File: src/rtl/i2c_byte_master.sv
module i2c_byte_master #(
  parameter int                BAUD_W   = 8,
  parameter logic [BAUD_W-1:0] BAUD_RST = 4,
  parameter logic [7:0]        OWN_RST  = 8'h00
) (
  input  logic       clk,
  input  logic       rst_n,
  input  logic       reg_wr,
  input  logic [2:0] reg_addr,
  input  logic [7:0] reg_wdata,
  output logic [7:0] reg_rdata,
  output logic       irq,
  input  logic       scl_i,
  input  logic       sda_i,
  output logic       scl_oe,
  output logic       sda_oe
);

  localparam logic [2:0] A_CTL = 3'd0, A_DAT = 3'd1, A_STA = 3'd2,
                         A_OWN = 3'd3, A_DIV = 3'd4, A_RST = 3'd5;
  localparam int B_ACK = 2, B_FLG = 3, B_STP = 4, B_STA = 5, B_EN = 6, B_IE = 7;
  localparam logic [7:0] C_START = 8'h08, C_RSTART = 8'h10,
                         C_AW_ACK = 8'h18, C_AW_NAK = 8'h20,
                         C_DW_ACK = 8'h28, C_DW_NAK = 8'h30, C_ARB = 8'h38,
                         C_AR_ACK = 8'h40, C_AR_NAK = 8'h48,
                         C_DR_ACK = 8'h50, C_DR_NAK = 8'h58, C_IDLE = 8'hF8;

  typedef enum logic [2:0] {S_IDLE, S_START, S_BIT, S_HOLD, S_STOP} st_t;

  st_t               st_q;
  logic [1:0]        qtr_q;
  logic [3:0]        bitn_q;
  logic [7:0]        sh_q, data_q, stat_q, own_q;
  logic [BAUD_W-1:0] baud_q, cnt_q;
  logic              ctl_ack_q, ctl_en_q, ctl_ie_q, iflg_q;
  logic              is_rx_q, ack_out_q, addr_ph_q, rx_mode_q, rw_q, nak_q, rs_q;
  logic              scl_oe_q, sda_oe_q;

  wire wr_ctl = reg_wr && (reg_addr == A_CTL);
  wire srst   = reg_wr && (reg_addr == A_RST);
  wire busy   = (st_q == S_START) || (st_q == S_BIT) || (st_q == S_STOP);
  wire tick   = busy && (cnt_q == baud_q);

  assign scl_oe = scl_oe_q;
  assign sda_oe = sda_oe_q;
  assign irq    = iflg_q & ctl_ie_q;

  always_comb begin
    case (reg_addr)
      A_CTL:   reg_rdata = {ctl_ie_q, ctl_en_q, 2'b00, iflg_q, ctl_ack_q, 2'b00};
      A_DAT:   reg_rdata = data_q;
      A_STA:   reg_rdata = stat_q;
      A_OWN:   reg_rdata = own_q;
      A_DIV:   reg_rdata = 8'(baud_q);
      default: reg_rdata = 8'h00;
    endcase
  end

  always_ff @(posedge clk or negedge rst_n) begin
    if (!rst_n)                        cnt_q <= '0;
    else if (srst || !busy || tick)    cnt_q <= '0;
    else                               cnt_q <= cnt_q + 1'b1;
  end

  always_ff @(posedge clk or negedge rst_n) begin
    if (!rst_n) begin
      st_q <= S_IDLE; qtr_q <= '0; bitn_q <= '0; sh_q <= '0; data_q <= '0;
      stat_q <= C_IDLE; own_q <= OWN_RST; baud_q <= BAUD_RST;
      ctl_ack_q <= 1'b0; ctl_en_q <= 1'b0; ctl_ie_q <= 1'b0; iflg_q <= 1'b0;
      is_rx_q <= 1'b0; ack_out_q <= 1'b0; addr_ph_q <= 1'b0; rx_mode_q <= 1'b0;
      rw_q <= 1'b0; nak_q <= 1'b0; rs_q <= 1'b0; scl_oe_q <= 1'b0; sda_oe_q <= 1'b0;
    end else if (srst) begin
      st_q <= S_IDLE; qtr_q <= '0; bitn_q <= '0; sh_q <= '0; data_q <= '0;
      stat_q <= C_IDLE; own_q <= OWN_RST; baud_q <= BAUD_RST;
      ctl_ack_q <= 1'b0; ctl_en_q <= 1'b0; ctl_ie_q <= 1'b0; iflg_q <= 1'b0;
      is_rx_q <= 1'b0; ack_out_q <= 1'b0; addr_ph_q <= 1'b0; rx_mode_q <= 1'b0;
      rw_q <= 1'b0; nak_q <= 1'b0; rs_q <= 1'b0; scl_oe_q <= 1'b0; sda_oe_q <= 1'b0;
    end else begin
      if (reg_wr && reg_addr == A_DAT) data_q <= reg_wdata;
      if (reg_wr && reg_addr == A_OWN) own_q  <= reg_wdata;
      if (reg_wr && reg_addr == A_DIV) baud_q <= reg_wdata[BAUD_W-1:0];

      if (wr_ctl) begin
        ctl_ack_q <= reg_wdata[B_ACK];
        ctl_en_q  <= reg_wdata[B_EN];
        ctl_ie_q  <= reg_wdata[B_IE];
        iflg_q    <= 1'b0;
        if (reg_wdata[B_EN]) begin
          if (reg_wdata[B_STP] && st_q == S_HOLD) begin
            st_q  <= S_STOP;
            qtr_q <= '0;
          end else if (reg_wdata[B_STA] && (st_q == S_IDLE || st_q == S_HOLD)) begin
            st_q  <= S_START;
            qtr_q <= '0;
            rs_q  <= (st_q == S_HOLD);
          end else if (st_q == S_HOLD) begin
            st_q      <= S_BIT;
            qtr_q     <= '0;
            bitn_q    <= '0;
            sh_q      <= data_q;
            is_rx_q   <= rx_mode_q && !addr_ph_q;
            ack_out_q <= reg_wdata[B_ACK];
            if (addr_ph_q) rw_q <= data_q[0];
          end else if (st_q == S_IDLE) begin
            stat_q <= C_IDLE;
          end
        end
      end

      if (tick) begin
        case (st_q)
          S_START: begin
            qtr_q <= qtr_q + 1'b1;
            case (qtr_q)
              2'd0: sda_oe_q <= 1'b0;
              2'd1: scl_oe_q <= 1'b0;
              2'd2: sda_oe_q <= 1'b1;
              default: begin
                scl_oe_q  <= 1'b1;
                st_q      <= S_HOLD;
                iflg_q    <= 1'b1;
                stat_q    <= rs_q ? C_RSTART : C_START;
                addr_ph_q <= 1'b1;
                rx_mode_q <= 1'b0;
              end
            endcase
          end
          S_BIT: begin
            case (qtr_q)
              2'd0: begin
                sda_oe_q <= (bitn_q == 4'd8) ? (is_rx_q & ack_out_q) : (!is_rx_q & !sh_q[7]);
                qtr_q    <= 2'd1;
              end
              2'd1: begin
                scl_oe_q <= 1'b0;
                qtr_q    <= 2'd2;
              end
              2'd2: begin
                if (bitn_q == 4'd8) begin
                  nak_q <= sda_i;
                  qtr_q <= 2'd3;
                end else if (!is_rx_q && sh_q[7] && !sda_i) begin
                  st_q      <= S_IDLE;
                  scl_oe_q  <= 1'b0;
                  sda_oe_q  <= 1'b0;
                  iflg_q    <= 1'b1;
                  stat_q    <= C_ARB;
                  addr_ph_q <= 1'b0;
                  rx_mode_q <= 1'b0;
                end else begin
                  sh_q  <= {sh_q[6:0], sda_i};
                  qtr_q <= 2'd3;
                end
              end
              default: begin
                scl_oe_q <= 1'b1;
                qtr_q    <= 2'd0;
                if (bitn_q != 4'd8) begin
                  bitn_q <= bitn_q + 1'b1;
                end else begin
                  st_q   <= S_HOLD;
                  iflg_q <= 1'b1;
                  if (addr_ph_q) begin
                    addr_ph_q <= 1'b0;
                    rx_mode_q <= rw_q && !nak_q;
                    if (rw_q) stat_q <= nak_q ? C_AR_NAK : C_AR_ACK;
                    else      stat_q <= nak_q ? C_AW_NAK : C_AW_ACK;
                  end else if (is_rx_q) begin
                    data_q <= sh_q;
                    stat_q <= ack_out_q ? C_DR_ACK : C_DR_NAK;
                  end else begin
                    stat_q <= nak_q ? C_DW_NAK : C_DW_ACK;
                  end
                end
              end
            endcase
          end
          S_STOP: begin
            case (qtr_q)
              2'd0: begin sda_oe_q <= 1'b1; qtr_q <= 2'd1; end
              2'd1: begin scl_oe_q <= 1'b0; qtr_q <= 2'd2; end
              2'd2: begin sda_oe_q <= 1'b0; qtr_q <= 2'd3; end
              default: begin
                if (scl_i && sda_i) begin
                  st_q   <= S_IDLE;
                  stat_q <= C_IDLE;
                  qtr_q  <= 2'd0;
                end
              end
            endcase
          end
          default: ;
        endcase
      end
    end
  end

  p_flag_sticky_r6: assert property (@(posedge clk) disable iff (!rst_n)
    (iflg_q && !wr_ctl && !srst) |=> iflg_q);

  p_bus_frozen_r6: assert property (@(posedge clk) disable iff (!rst_n)
    (iflg_q && !wr_ctl && !srst) |=> ($stable(scl_oe_q) && $stable(sda_oe_q)));

  p_hold_clock_low_r6: assert property (@(posedge clk) disable iff (!rst_n)
    (st_q == S_HOLD) |-> scl_oe_q);

  p_idle_released_r10: assert property (@(posedge clk) disable iff (!rst_n)
    (st_q == S_IDLE) |-> !scl_oe_q);

  p_code_on_flag_r2: assert property (@(posedge clk) disable iff (!rst_n)
    $rose(iflg_q) |-> (stat_q != C_IDLE));

  p_stop_end_r7: assert property (@(posedge clk) disable iff (!rst_n)
    (st_q == S_STOP && !srst) |=> (st_q == S_STOP) || (st_q == S_IDLE && !iflg_q && stat_q == C_IDLE));

  p_sda_low_clock_r4: assert property (@(posedge clk) disable iff (!rst_n)
    (st_q == S_BIT && $past(st_q) == S_BIT && sda_oe_q != $past(sda_oe_q)) |-> scl_oe_q);

endmodule

File: config.mk
export PLATFORM = sky130hd
export DESIGN_NAME = i2c_byte_master
export DESIGN_NICKNAME = d
export VERILOG_FILES = /design/src/rtl/i2c_byte_master.sv
export SDC_FILE = /design/constraint.sdc
export NUM_CORES = 1
export LEC_CHECK = 0
export BUFFER_PORTS_ARGS = -buffer_cell sky130_fd_sc_hd__buf_2
export CAP_MARGIN = 15
export CELL_PAD_IN_SITES_DETAIL_PLACEMENT = 0
export CELL_PAD_IN_SITES_GLOBAL_PLACEMENT = 1
export CORE_MARGIN = 2
export CORE_UTILIZATION = 53
export CTS_BUF_LIST = sky130_fd_sc_hd__clkbuf_4
export DETAILED_ROUTE_END_ITERATION = 8
export GPL_TIMING_DRIVEN = 1
export HOLD_SLACK_MARGIN = 0.12
export PLACE_DENSITY_LB_ADDON = 0.05
export SYNTH_ARGS = -nofsm -noshare
export SYNTH_HDL_FRONTEND = slang
export SYNTH_SLANG_ARGS = --single-unit
File: constraint.sdc
create_clock -name clk -period 4.4 [get_ports clk]
set_input_delay 0.44 -clock clk [delete_from_list [all_inputs] [get_ports clk]]
set_output_delay 0.44 -clock clk [all_outputs]
set_load 0.02 [all_outputs]
---- After elaboration in Yosys (flattened, before gate mapping) ----
Cells that the tools add are included.
W data, S select, Z words.
word-level totals
  register bits after elaboration ......... 70
  bits of input ports ..................... 16
cells by class
  bitwise gates (word level) .............. 3
  equality and inequality tests ........... 28
  mux-type cells .......................... 159
  add/sub/neg operators ................... 3
  reduce and logical (&&, ||, !) cells .... 51
operators with widths
  operator               count
  $mux W8                39
  $mux W1                59
  $mux W4                12
  $pmux W8 S5            1
  $mux W3                13
  $pmux W8 S3            1
  $reduce_bool A2 Y1     11
  $reduce_and A7 Y1      3
  $mux W2                10
  $pmux W1 S2            10
  $pmux W2 S3            3
  $pmux W8 S2            1
  $mux W7                2
  $logic_and A1 B1 Y1    13
  $eq A3 B2 Y1 const B   4
  $ne A3 B3 Y1 const B   4
  $ne A4 B2 Y1 const B   3
  $ne A4 B4 Y1 const B   3
  $mux W5                2
  $eq A3 B3 Y1 const B   3
  $pmux W1 S3            3
  $pmux W3 S3            1
  $add A8 B1 Y8 const B  1
  $eq A8 B8 Y1           1
  other kinds (24)       41

---- Longest topological paths before layout ----
Gate-level depths: netlist (run 1).
  depth in word-level cells ............... 13
  depth in mapped cells ................... 10
  mapped depth without buffers ............ 8

---- Worst setup path after synthesis (run 1) ----
OpenSTA, ideal clock, no wires.
  kind .................................... input to register
  start point ............................. input reg_addr[0]
  end point ............................... register sh_q[5]
  stages .................................. 10
  arrival time ............................ 2.737 ns
  slack ................................... 1.532 ns
  library setup time ...................... 0.132 ns
  path through ............................ buf_2 > or4b_4 > buf_6 > or3_4 > or4_4 > buf_6 > buf_6 > mux2_4 > mux2i_1 > nor2_1
on the way
  cells in the longest elaborated chain, start to end .. 9
  elaborated cells between the ends (all ways) .. 11
ends and longest elaborated chain
  what                    line  RTL
  start: declaration      9     input logic [2:0] reg_addr,
  $logic_not A3 Y1        39    wire wr_ctl = reg_wr && (reg_addr == A_CTL);
  $logic_and A1 B1 Y1     39
  $mux W8                 83    if (wr_ctl) begin
  $mux W8                 142   end else if (!is_rx_q && sh_q[7] && !sda_i) begin
  $mux W8                 139   if (bitn_q == 4'd8) begin
  $mux W8                 129   case (qtr_q)
  $mux W8                 111   case (st_q)
  $mux W8                 110   if (tick) begin
  $mux W8 *               72    end else if (srst) begin
  end signal: assignment  100   sh_q <= data_q;
  end signal: assignment  151   sh_q <= {sh_q[6:0], sda_i};
  end: declaration        33    logic [7:0] sh_q, data_q, stat_q, own_q;
Mark *: on every way between the ends. The rest lies on a longest branch, timed or not.
A chain may end at the register's enable or synchronous reset.

---- Worst setup path in the final report (run 1) ----
  start point ............................. register baud_q[2]
  end point ............................... register sh_q[4]
on the way
  cells in the longest elaborated chain, start to end .. 4
ends and longest elaborated chain
  what                      line  RTL
  start: declaration        34    logic [BAUD_W-1:0] baud_q, cnt_q;
  start signal: assignment  81    if (reg_wr && reg_addr == A_DIV) baud_q <= reg_wdata[BAUD_W-1:0];
  $eq A8 B8 Y1              42    wire tick = busy && (cnt_q == baud_q);
  $logic_and A1 B1 Y1       42
  $mux W8                   110
  $mux W8                   72
Every way passes these cells.

==> flow_metrics.env, run 1 <==
export IMPL_status="finished clean"
export IMPL_async_flop_share_pct=100
export IMPL_synth_distinct_cells=59
export IMPL_design_die_area_mm2=0.00899
export IMPL_cp_required_ps=4710
export IMPL_drt_drc_violations_left=0
export IMPL_clkTransAtPathRegs_ps=130
export IMPL_drt_pass1_iterations=4
export IMPL_worstRegToRegCells=6
export IMPL_crit_cells=6
export IMPL_h_tree_depth=3
export IMPL_synth_xor_xnor_area_share_pct=3.00
export IMPL_dieHeight_um=94.8
export IMPL_dpl_cell_count=593
export IMPL_port_buffers=26
export IMPL_vdd_drop_max_uv=185
export IMPL_min_period_ps=2930
export IMPL_synth_area_top_cells="dfrtp_1 (37%), mux2i_1 (6.0%), nor2_1 (4.8%)"
export IMPL_synth_largest_area_cell="dfrtp_1"
export IMPL_max_freq_mhz=341
export IMPL_crit_family="simple AND/OR/NAND/NOR gates"
export IMPL_instances_no_fill=610
export IMPL_cp_max_fo=12
export IMPL_path_buf_inv=0
export IMPL_ant_nets=0
export IMPL_placed_area_mm2=0.00452
export IMPL_yosys_area_top_type_share_pct=36.6
export IMPL_design_area_mm2=0.00472
export IMPL_setup_violations=0
export IMPL_drtIter0Drc=225
export IMPL_hp_class="in2async"
export IMPL_syn_cell_area_mm2=0.00437
export IMPL_ys_warn_count=0
export IMPL_hold_viol_final=0
export IMPL_post_drt_wl_per_cell_um=18.5
export IMPL_synth_ff_type="dfrtp_1"
export IMPL_grt_pass1_vias=3500
export IMPL_cts_inserted_buffers=9
export IMPL_post_cts_buffers=0
export IMPL_insertion_delay_ps=420
export IMPL_end_kind="flop"
export IMPL_yosysSeqAreaShare_pct=40.2
export IMPL_drt_total_wl_um=11300
export IMPL_start_util_pct=54.0
export IMPL_antenna_found_initial=0
export IMPL_slowest_delay_ps=710
export IMPL_cts_sinks=70
export IMPL_synth_top_family_by_area="simple AND/OR/NAND/NOR gates"
export IMPL_layout_drive_gt1_share_pct=15.4
export IMPL_cts_buffer_depth=2
export IMPL_synth_compound_area_share_pct=18.3
export IMPL_grt_start_max_net_pins=43
export IMPL_core_mm2=0.00809
export IMPL_io_pins=27
export IMPL_arrival_ps=3250
export IMPL_maxCapViolations=0
export IMPL_diodes=0
export IMPL_crit_chain="xor2_1 -> nor4_1 -> nand3_1 -> nor4_4 -> mux2i_1 -> nor2_1"
export IMPL_area_growth_pct=7.90
export IMPL_grt_pass1_wl_um=18400
export IMPL_synth_simple_area_share_pct=21.0
export IMPL_synth_mux_area_fraction_pct=9.99
export IMPL_hpwl_um=8090
export IMPL_slew_headroom_pct=34.6
export IMPL_crit_path_top_delay_cell="nor4_4"
export IMPL_worst_setup_path_start_kind="flop"
export IMPL_syn_nets=515
export IMPL_skew_ps=7.95
export IMPL_cts_resized_gates=0
export IMPL_vias_per_cell=5.96
export IMPL_max_slew_worst_pin_slew_ps=981
export IMPL_power_density_mw_per_mm2=414
export IMPL_tns_ps=0
export IMPL_fin_crit_sh_pct=66.6
export IMPL_leakagePower_nw=2.06
export IMPL_critPathKind="reg2reg"
export IMPL_cts_hold_buf=0
export IMPL_chipWidth_um=94.8
export IMPL_synth_edf_count=0
export IMPL_root_buffer="clkbuf_4"
export IMPL_grt_remaining_overflow=0
export IMPL_synth_cells=489
export IMPL_drv_slew=0
export IMPL_grt_usage_pct=26.9
export IMPL_yosys_top_cells_count="dfrtp_1 (64), nor2_1 (56), nand2_1 (48), o21ai_0 (37), mux2i_1 (26)"
export IMPL_fin_nets=526
export IMPL_via_count=3638
export IMPL_synth_most_common_cell="dfrtp_1"
export IMPL_syn_mean_instance_area_um2=8.94
export IMPL_ys_ff_latch=70
export IMPL_rows=33
export IMPL_final_fill_count=742
export IMPL_synth_adder_area_share_pct=2.86
export IMPL_rsz0062_at_grt="false"
export IMPL_cts_tree="built"
export IMPL_globalplace_congestion=0.906
report_power, final:
part / switching [W] / internal (W) / total [W]
clock network: 0.000260 / 0.000289 / 0.000549
registers: 0.000120 / 0.000766 / 0.000885
logic: 0.000306 / 0.000212 / 0.000518
state kept, by name, indices dropped and copies added (netlist names), 2 cells and up:
name and cells:
baud_q 8, st_q 3, bitn_q 4, own_q 8, cnt_q 8, sh_q 8, stat_q 8, qtr_q 2
data_q 8
final timing paths:
path                                        from                     to  slack (ps)
max                        baud_q[2]$_DFFE_PN1P_      sh_q[4]$_DFF_PN0_        1470
min reg2reg                  stat_q[6]$_DFF_PN1_    stat_q[6]$_DFF_PN1_         500
min in group clk                    reg_wdata[7]   ctl_ie_q$_DFFE_PN0P_         280
min                                        rst_n     cnt_q[3]$_DFF_PN0_         160
max reg2reg                baud_q[2]$_DFFE_PN1P_      sh_q[4]$_DFF_PN0_        1470
max in group asynchronous                  rst_n  baud_q[2]$_DFFE_PN1P_        3240
metrics by stage:
step	power, W	util [%]	setup slack [ps]	hold slack (ps)
detailed placement	0.00141	55.9	1440	474
finish	0.00195	58.3	1470	165
floorplan	0.00124	-	1530	144
global route	0.00207	58.3	1240	242
global placement	0.00140	55.9	1460	469
CTS	0.00195	58.2	1480	186
layout make-up:
cell class              instances  area, µm²  share of cell area (%)
inverters                      14       52.6                    1.11
repair buffers                 32        175                    3.71
clock buffers                   9       67.6                    1.43
well taps                     105        131                    2.78
clock inverters                 7        120                    2.55
flip-flops and latches         70       1760                    37.3
multi-input cells             373       2410                    51.1
placed cells by master, fill, tap and decap left out, types with 4 or more instances in the layout:
master,count
nand2b_1,5
nor2b_1,7
or3_1,4
nor3_1,10
nand3_1,14
o21ai_0,37
o32ai_1,4
mux2_2,11
dfstp_2,6
a21oi_1,22
o22ai_1,5
clkbuf_4,9
and3_1,6
buf_4,6
dfrtp_1,64
xor2_1,11
nand4_1,4
buf_2,26
xnor2_1,4
nor4_1,6
a31oi_1,5
a211oi_1,12
mux2i_1,26
inv_1,14
and2_1,6
nor2_1,55
a22oi_1,5
ha_1,10
o31ai_1,14
nand2_1,48
cells by family (layout without fill, tap and decap cells):
family / after synthesis / in the layout
AO/OA/AOI/OAI: 124 / 124
XOR/XNOR: 15 / 15
adder cells (fa/ha/maj): 10 / 10
buffers and inverters: 46 / 62
flip-flops: 70 / 70
multiplexers: 40 / 40
AND/OR/NAND/NOR: 184 / 184
worst register-to-register path: cells and delay by family, from the launching register on:
family	cells	cell delay, ps
multiplexers	1	260
AND/OR/NAND/NOR	4	1920
XOR/XNOR	1	70
flip-flops	1	580
metal layers:
metal	part of all wire (%)	global-route usage, %	routed length (µm)
met1	48	38.3	5450
met2	45	40.4	5080
met3	3.8	4.71	426
met4	2.7	11.0	306
met5	0	0	0
Note: power is estimated with default switching activity, not from simulation.
==> inputs of run 2 (changes only) <==
--- a/config.mk
+++ b/config.mk
@@ -5,12 +5,13 @@
 export SDC_FILE = /design/constraint.sdc
 export NUM_CORES = 1
 export LEC_CHECK = 0
+export ABC_AREA = 1
 export BUFFER_PORTS_ARGS = -buffer_cell sky130_fd_sc_hd__buf_2
 export CAP_MARGIN = 15
 export CELL_PAD_IN_SITES_DETAIL_PLACEMENT = 0
 export CELL_PAD_IN_SITES_GLOBAL_PLACEMENT = 1
 export CORE_MARGIN = 2
-export CORE_UTILIZATION = 53
+export CORE_UTILIZATION = 41
 export CTS_BUF_LIST = sky130_fd_sc_hd__clkbuf_4
 export DETAILED_ROUTE_END_ITERATION = 8
 export GPL_TIMING_DRIVEN = 1
==> constraint.sdc (replaced) <==
create_clock -name clk -period 2.5 [get_ports clk]
set_input_delay 0.25 -clock clk [delete_from_list [all_inputs] [get_ports clk]]
set_output_delay 0.25 -clock clk [all_outputs]
set_load 0.02 [all_outputs]
==> run 2 against run 1 <==
  * Worst hold slack gained 42 ps
  * Fmax grew 32%
  * Synthesized area grew 5.0%
  * Combinational power grew to 3.1 times the previous value
  * Via count grew 23%
  * Cell count grew 40%
  * Clock skew grew 19 ps
  * Critical endpoint is now data_q[2]$_DFF_PN0_
  * Largest power group is now combinational logic
  * Highest routed layer unchanged
==> flow_metrics.env, run 2 <==
export IMPL_synth_edf_count=0
export IMPL_globalplace_congestion=0.938
export IMPL_cp_required_ps=2890
export IMPL_drt_drc_violations_left=0
export IMPL_async_flop_share_pct=100
export IMPL_io_pins=27
export IMPL_critPathKind="reg2reg"
export IMPL_final_common_cell="nand2_1"
export IMPL_yosys_area_top_type_share_pct=34.9
export IMPL_end_kind="flop"
export IMPL_final_fill_count=1154
export IMPL_design_die_area_mm2=0.0121
export IMPL_grt_pass1_wl_um=21600
export IMPL_start_util_pct=42.2
export IMPL_min_period_ps=2220
export IMPL_max_slew_worst_pin_slew_ps=936
export IMPL_rows=38
export IMPL_cts_inserted_buffers=9
export IMPL_yosysSeqAreaShare_pct=38.3
export IMPL_synth_cells=669
export IMPL_cp_max_fo=16
export IMPL_syn_nets=695
export IMPL_hold_viol_final=0
export IMPL_final_cell_mix="nand2_1 (193), inv_1 (85), nor2_1 (84), dfrtp_1 (64), o21ai_0 (56)"
export IMPL_synth_largest_area_cell="dfrtp_1"
export IMPL_slowest_delay_ps=460
export IMPL_tns_ps=0
export IMPL_drv_slew=0
export IMPL_hpwl_um=10200
export IMPL_grt_pass1_vias=4205
export IMPL_via_count=4479
export IMPL_yosys_top_cells_count="nand2_1 (193), inv_1 (85), nor2_1 (84), dfrtp_1 (64), o21ai_0 (56)"
export IMPL_syn_cell_area_mm2=0.00459
export IMPL_setup_violations=0
export IMPL_power_density_mw_per_mm2=768
export IMPL_drt_pass1_iterations=6
export IMPL_clkTransAtPathRegs_ps=140
export IMPL_worst_setup_path_start_kind="flop"
export IMPL_antenna_found_initial=0
export IMPL_fin_nets=734
export IMPL_grt_usage_pct=23.9
export IMPL_ys_ff_latch=70
export IMPL_fin_util_pct=46.9
export IMPL_multiInputGateArea_mm2=0.00241
export IMPL_ant_nets=0
export IMPL_diodes=0
export IMPL_skew_ps=27.3
export IMPL_synth_most_common_cell="nand2_1"
export IMPL_cts_sinks=70
export IMPL_grt_start_max_net_pins=71
export IMPL_cts_resized_gates=0
export IMPL_syn_mean_instance_area_um2=6.86
export IMPL_crit_top_cell="nor2_1"
export IMPL_post_drt_wl_per_cell_um=15.9
export IMPL_crit_chain="ha_1 -> inv_2 -> nor2_1 -> inv_1 -> nor2_1 -> nand2_4 -> nand2_1 -> nand2_1 -> nor2_1"
export IMPL_ff2ff_setup_slack_ps=280
export IMPL_h_tree_depth=3
export IMPL_fin_ws_ps=284
export IMPL_rsz0062_at_grt="false"
export IMPL_synth_distinct_cells=42
export IMPL_hp_class="in2reg"
export IMPL_vdd_drop_max_uv=347
export IMPL_leakagePower_nw=2.68
export IMPL_cts_buffer_depth=2
export IMPL_crit_path_top_delay_cell="dfrtp_1"
export IMPL_drt_total_wl_um=13500
export IMPL_maxCapViolations=0
export IMPL_vias_per_cell=5.25
export IMPL_regArea_mm2=0.00176
export IMPL_dpl_worst_slack_ps=355
export IMPL_core_mm2=0.0109
export IMPL_cts_tree="built"
export IMPL_status="finished clean"
export IMPL_grt_remaining_overflow=0
export IMPL_synth_area_top_cells="dfrtp_1 (35%), nand2_1 (16%), inv_1 (6.9%)"
export IMPL_synth_ff_type="dfrtp_1"
export IMPL_port_buffers=26
export IMPL_drtIter0Drc=492
export IMPL_fin_crit_sh_pct=88.6
export IMPL_layout_drive_gt1_share_pct=12.5
export IMPL_max_freq_mhz=451
export IMPL_ys_warn_count=0
export IMPL_chipWidth_um=110
export IMPL_area_growth_pct=11.1
export IMPL_arrival_ps=2610
export IMPL_root_buffer="clkbuf_4"
export IMPL_insertion_delay_ps=470
export IMPL_dieHeight_um=110
export IMPL_slew_headroom_pct=37.6
==> run 2: layer usage <==
metal / up-vias / global-route usage [%] / part of all wire (%)
met5: - / 0 / 0
met2: 110 / 38.2 / 46
li1: 2241 / - / -
met4: 0 / 7.32 / 1.2
met3: 14 / 3.56 / 4.7
met1: 2114 / 33.3 / 48
==> run 2: final timing paths <==
kind	startpoint	endpoint	cells after the start
setup reg to reg	qtr_q[1]$_DFF_PN0_	data_q[2]$_DFF_PN0_	9
hold reg to reg	sda_oe$_DFFE_PN0P_	sda_oe$_DFFE_PN0P_	2
max in group asynchronous	rst_n	rw_q$_DFFE_PN0P_	2
setup / recovery	qtr_q[1]$_DFF_PN0_	data_q[2]$_DFF_PN0_	9
min in group asynchronous	rst_n	cnt_q[7]$_DFF_PN0_	2
hold / removal	reg_wr	ctl_ack_q$_DFFE_PN0P_	3
==> run 2: cells by family (layout without fill, tap and decap cells) <==
group | after synthesis | count (layout) | synth area share [%]
buf+inv | 108 | 152 | 9.24
compound gates | 118 | 118 | 14.4
fa+ha+maj | 10 | 10 | 2.72
flops | 70 | 70 | 38.3
xor+xnor | 4 | 4 | 0.763
simple gates | 359 | 359 | 34.5
==> run 2: per-stage QoR <==
stage / total power, W / hold slack, ps / cell area [µm²] / std cells
2_1_floorplan: 0.00264 / -45.6 / 4590 / 669
3_3_place_gp: 0.00310 / 447 / 4890 / 830
3_5_place_dp: 0.00309 / 461 / 4890 / 830
4_1_cts: 0.00393 / 185 / 5100 / 853
5_1_grt: 0.00421 / 212 / 5100 / 853
6_report: 0.00392 / 207 / 5100 / 853
==> run 2: power breakdown <==
group	leakage [nW]	switching [W]	internal, W
clock	0.0777	0.000502	0.000317
combinational	1.71	0.00107	0.000510
sequential	0.899	0.000170	0.00135
==> run 2: cell type report <==
class                           instances  area share, %
Multi-Input combinational cell        491           47.2
Timing Repair Buffer                   40           5.00
Clock buffer                            9           1.32
Tap cell                              140           3.43
Inverter                               96           7.06
Clock inverter                          7           1.52
Sequential cell                        70           34.5
==> run 2: repair_timing <==
action | CTS | global route
hold buffers | 7 | 0
endpoints found under the hold margin | 73 | 0
buffers inserted | 0 | 0
==> run 2: critical path, delay by kind of cell (launching register included) <==
| family | cells | cell delay [ps] |
|---|---|---|
| and+or+nand+nor | 6 | 940 |
| DFF | 1 | 460 |
| adders and majority gates | 1 | 430 |
| buffers and inverters | 2 | 330 |
